### src/rtl/rstcause_pkg.sv
package rstcause_pkg;
  localparam int CAUSE_N = 6;
  localparam int HALF_W  = 16;

  // Index of each cause inside the lower halfword (halfword bit i = register bit 31-i)
  localparam int IDX_EXT_HARD = 0;
  localparam int IDX_EXT_SOFT = 1;
  localparam int IDX_BUS_TMO  = 2;
  localparam int IDX_WDOG     = 3;
  localparam int IDX_STOP     = 4;
  localparam int IDX_DEBUG    = 5;

  typedef struct packed {
    logic               selLow;
    logic               selHigh;
    logic [CAUSE_N-1:0] clrMask;
  } ctrlStrobes_t;
endpackage

### src/rtl/rstcause_ctrl.sv
module rstcause_ctrl
  import rstcause_pkg::*;
#(
  parameter int              ADDR_W    = 20,
  parameter logic [ADDR_W-1:0] HI_OFFSET = 20'h10C90,
  parameter logic [ADDR_W-1:0] LO_OFFSET = 20'h10C92
) (
  input  logic              clk,
  input  logic              rstN,
  input  logic [ADDR_W-1:0] addr,
  input  logic              wrEn,
  input  logic [HALF_W-1:0] wrData,
  output ctrlStrobes_t      strobes
);
  logic hitLow;
  logic hitHigh;
  logic unusedWrBits;

  assign hitLow  = (addr == LO_OFFSET);
  assign hitHigh = (addr == HI_OFFSET);

  // Reserved write bits are dropped here
  assign unusedWrBits = ^wrData[HALF_W-1:CAUSE_N];

  always_comb begin
    strobes         = '0;
    strobes.selLow  = hitLow;
    strobes.selHigh = hitHigh;
    if (wrEn && hitLow) begin
      strobes.clrMask = wrData[CAUSE_N-1:0];
    end
  end

  // at most one halfword decoded per access
  assert_single_select_R8: assert property (@(posedge clk) disable iff (!rstN)
    $onehot0({strobes.selLow, strobes.selHigh}));

  // clear strobes only come from a lower-halfword write
  assert_clear_only_low_R7: assert property (@(posedge clk) disable iff (!rstN)
    (strobes.clrMask != '0) |-> (wrEn && strobes.selLow));
endmodule

### src/rtl/rstcause_dp.sv
module rstcause_dp
  import rstcause_pkg::*;
#(
  parameter logic [CAUSE_N-1:0] CAUSE_RESET = 6'b000011,
  parameter logic [HALF_W-1:0]  HIGH_VALUE  = 16'h0000
) (
  input  logic               clk,
  input  logic               rstN,
  input  ctrlStrobes_t       strobes,
  input  logic [CAUSE_N-1:0] evtVec,
  input  logic               stopRstEn,
  output logic [HALF_W-1:0]  rdData
);
  localparam int RSV_W = HALF_W - CAUSE_N;

  logic [CAUSE_N-1:0] setVec;
  logic [CAUSE_N-1:0] causeQ;

  always_comb begin
    setVec           = evtVec;
    setVec[IDX_STOP] = evtVec[IDX_STOP] & stopRstEn;
  end

  for (genvar i = 0; i < CAUSE_N; i++) begin : g_cause
    always_ff @(posedge clk) begin
      if (!rstN) begin
        causeQ[i] <= CAUSE_RESET[i];
      end else if (setVec[i]) begin
        causeQ[i] <= 1'b1;           // set wins over clear
      end else if (strobes.clrMask[i]) begin
        causeQ[i] <= 1'b0;
      end
    end

    // event in the same cycle as a clear still leaves the bit set
    assert_set_wins_R6: assert property (@(posedge clk) disable iff (!rstN)
      setVec[i] |=> causeQ[i]);

    // lone clear drops the bit
    assert_clear_takes_R4: assert property (@(posedge clk) disable iff (!rstN)
      (strobes.clrMask[i] && !setVec[i]) |=> !causeQ[i]);

    // with neither set nor clear the bit holds
    assert_sticky_hold_R3: assert property (@(posedge clk) disable iff (!rstN)
      (!strobes.clrMask[i] && !setVec[i]) |=> $stable(causeQ[i]));
  end

  always_comb begin
    if (strobes.selLow) begin
      rdData = {{RSV_W{1'b0}}, causeQ};
    end else if (strobes.selHigh) begin
      rdData = HIGH_VALUE;
    end else begin
      rdData = '0;
    end
  end

  // with the enable low a clear checkstop bit stays clear
  assert_stop_gated_R5: assert property (@(posedge clk) disable iff (!rstN)
    (!causeQ[IDX_STOP] && !stopRstEn) |=> !causeQ[IDX_STOP]);

  // reserved read bits are always zero
  assert_reserved_zero_R7: assert property (@(posedge clk) disable iff (!rstN)
    rdData[HALF_W-1:CAUSE_N] == '0);
endmodule

### src/rtl/rstcause_status.sv
module rstcause_status
  import rstcause_pkg::*;
#(
  parameter int                ADDR_W    = 20,
  parameter logic [ADDR_W-1:0] HI_OFFSET = 20'h10C90,
  parameter logic [ADDR_W-1:0] LO_OFFSET = 20'h10C92
) (
  input  logic              clk,
  input  logic              rstN,
  input  logic [ADDR_W-1:0] addr,
  input  logic              wrEn,
  input  logic [15:0]       wrData,
  output logic [15:0]       rdData,
  input  logic              evtDebug,
  input  logic              evtStop,
  input  logic              stopRstEn,
  input  logic              evtWdog,
  input  logic              evtBusTmo,
  input  logic              evtExtSoft,
  input  logic              evtExtHard
);
  ctrlStrobes_t       strobes;
  logic [CAUSE_N-1:0] evtVec;

  always_comb begin
    evtVec               = '0;
    evtVec[IDX_DEBUG]    = evtDebug;
    evtVec[IDX_STOP]     = evtStop;
    evtVec[IDX_WDOG]     = evtWdog;
    evtVec[IDX_BUS_TMO]  = evtBusTmo;
    evtVec[IDX_EXT_SOFT] = evtExtSoft;
    evtVec[IDX_EXT_HARD] = evtExtHard;
  end

  rstcause_ctrl #(
    .ADDR_W   (ADDR_W),
    .HI_OFFSET(HI_OFFSET),
    .LO_OFFSET(LO_OFFSET)
  ) u_ctrl (
    .clk    (clk),
    .rstN   (rstN),
    .addr   (addr),
    .wrEn   (wrEn),
    .wrData (wrData),
    .strobes(strobes)
  );

  rstcause_dp u_dp (
    .clk      (clk),
    .rstN     (rstN),
    .strobes  (strobes),
    .evtVec   (evtVec),
    .stopRstEn(stopRstEn),
    .rdData   (rdData)
  );

  // unmatched addresses read zero
  assert_other_addr_zero_R8: assert property (@(posedge clk) disable iff (!rstN)
    (addr != LO_OFFSET) |-> (rdData == 16'h0000));
endmodule

### config.mk
export PLATFORM = sky130hd
export DESIGN_NAME = rstcause_status
export DESIGN_NICKNAME = d
export VERILOG_FILES = /design/src/rtl/rstcause_pkg.sv /design/src/rtl/rstcause_ctrl.sv /design/src/rtl/rstcause_dp.sv /design/src/rtl/rstcause_status.sv
export SDC_FILE = /design/constraint.sdc
export NUM_CORES = 1
export LEC_CHECK = 0
export BUFFER_PORTS_ARGS = -buffer_cell sky130_fd_sc_hd__buf_2
export CORE_MARGIN = 2
export CORE_UTILIZATION = 28
export DETAILED_ROUTE_END_ITERATION = 8
export HOLD_SLACK_MARGIN = 0.06
export PLACE_DENSITY_LB_ADDON = 0.2
export SLEW_MARGIN = 30
export SYNTH_ARGS = -nofsm -noshare
export SYNTH_HDL_FRONTEND = slang
export SYNTH_HIERARCHICAL = 1
export SYNTH_SLANG_ARGS = --single-unit
### constraint.sdc
create_clock -name clk -period 1.1 [get_ports clk]
set_input_delay 0.11 -clock clk [delete_from_list [all_inputs] [get_ports clk]]
set_output_delay 0.11 -clock clk [all_outputs]
set_load 0.05 [all_outputs]
==> metrics.cfg <==
[floorplan]
fp.dieH_microns=46.07
start_util_pct=29.33
dieArea_sq_mm=0.002122
row_count=15
die_x_microns=46.07
coreArea_sq_mm=0.001689
ios=62

[finish]
antennaDiodeCount=0
final_cell_count_no_fill=124
postLayoutCellArea_sq_um=918.4
largest_reg_flops=6
final_util_pct=54.37
finalNetCount=155
regMostFlops=u_dp/causeQ
area_delta_synth_final_pct=85.35
drive_above_1_share_pct=62.62
largestRegisters=u_dp/causeQ: 6 flops

[route]
met3_length_microns=122
via_per_inst=4.290
dr.pass1.iters=2
wl_met2_microns=669
wl_per_cell_microns=10.06
drt_iter0_markers=2
wl_met1_microns=455
wirelength_microns=1247
drcViolationCount=0
top_layer=met3
antenna_left=0
num_vias=532

[clock_tree]
h-tree-depth=1
cts_buffer_depth=2
clock_latency_ns=0.24
cts_root_buf=clkbuf_4
cts.clk_slew.worst_paths_ns=0.04
cts_made_buffers=3
cts.sinks=6
cts_tree=done

[global_routing]
grt-ovfl-total=0
grtUsageTotal_pct=13.55
grt_pass1_vias=532
grt_max_degree=7
antenna_found_initial=0
grt_pass1_wl_microns=2028

[setup_path]
crit_start=addr[9]
cp.depth=7
start_kind=input pin
cp.required_ns=0.99
ff2ff_setup_slack_ns=0.41
max_stage_delay_ns=0.31
cpMaxStageDelayCell=nor4b_4
cp-end-kind=output port
cp_top_family=simple AND/OR/NAND/NOR gates
reg2reg_from=u_dp/causeQ[2]
cp_max_fo=6
critPathBufInv=3
rr_worst_depth=2
cp.arrival_ns=1.20
path_cells=buf_6 -> nor4b_4 -> nand4_4 -> nor3_2 -> buf_4 -> and2_4 -> buf_8
crit_type=in2out
rr_endpoint=u_dp/causeQ[2]

[place]
hpwlAfterDp_microns=974.3
placedCellCount=118
detailed_place.area_sq_um=729.5
portBuffers=41
place_congestion=0.6738

[sta]
fmax_mhz=765.2
fin_hold_ws_ns=0.07739
drv_slew=0
skew_ns=0
fin_crit_sh_pct=118.8
rsz0062_at_grt=yes
fin_crit_ns=1.307
timing_hold_violations_final=0
setup_viol=12
finalWorstSetupSlack_ns=-0.2068

[power]
p_leak_nw=0.4698
clock_power_share_pct=31.0
power_frac_comb_pct=32.1
ir_drop_v=0.0006621
seqPwrFrac_pct=36.9
power.density_mw_per_mm2=688.5
switching_share_pct=31.73
power_switching_w=0.0002006
intPower_w=0.0004317

[hold_path]
hold_path_depth=2
min-delay-start=evtDebug
hold_path_class=in2reg
min_to=u_dp/causeQ[5]

[run_status]
outcome=finished, violations left
violations=setup timing

[synth]
avgSynthCellArea_sq_um=8.258
ys_warn_count=6
synth_area_sq_um=495.5
syn_inst=60

[run]
drv_cap=0

==> power by group through the flow <==
stage	sequential (W)	combinational (W)	clock, W
final	0.000233	0.000203	0.000196
after CTS	0.000233	0.000202	0.000206
after detailed placement	0.000237	0.000188	0
after floorplan	0.000236	0.000140	0
after global routing	0.000233	0.000219	0.000221
after global placement	0.000237	0.000185	0
==> per-stage QoR <==
stage / total power, W / TNS, ns / setup WS, ns
floorplan: 0.0003759 / -0.5478 / -0.09130
global placement: 0.0004213 / -3.338 / -0.3384
detailed placement: 0.0004246 / -3.505 / -0.3439
CTS: 0.0006413 / -1.596 / -0.2204
global route: 0.0006731 / -2.467 / -0.2600
finish: 0.0006323 / -1.864 / -0.2068
==> final cells by class <==
class | count | area [sq um]
Sequential cell | 6 | 120.1
Inverter | 1 | 3.754
Tap cell | 17 | 21.27
Fill cell | 158 | 770.7
Clock buffer | 3 | 22.52
Multi-Input combinational cell | 50 | 405.4
Timing Repair Buffer | 47 | 345.3
==> worst max path at each step <==
| stage | end |
|---|---|
| floorplan | rdData[0] |
| global placement | rdData[1] |
| detailed placement | rdData[1] |
| CTS | rdData[1] |
| global route | rdData[2] |
| finish | rdData[2] |
==> placed cells by master, fill, tap and decap left out, drive strengths merged, types with 2 or more instances in the layout <==
cell,instances
buf,46
conb,10
nor3,8
nand2,7
and2,7
dfxtp,6
clkbuf,3
nor4b,3
nand2b,3
nor2b,3
o21a,3
nand3b,2
==> metal layers <==
layer / up-vias / track usage, %
met1: 226 / 13.74
met2: 32 / 24.17
li1: 274 / -
met5: - / 0
met4: 0 / 3.429
met3: 0 / 7.059
==> repair_timing <==
item,CTS,global route
setup buffers,1,2
pin swaps,8,2
hold endpoints to repair,1,0
endpoints found under the setup margin,9,12
hold buffers,1,0
resized for setup,28,5
No activity file was read; power rests on OpenSTA's default activity.
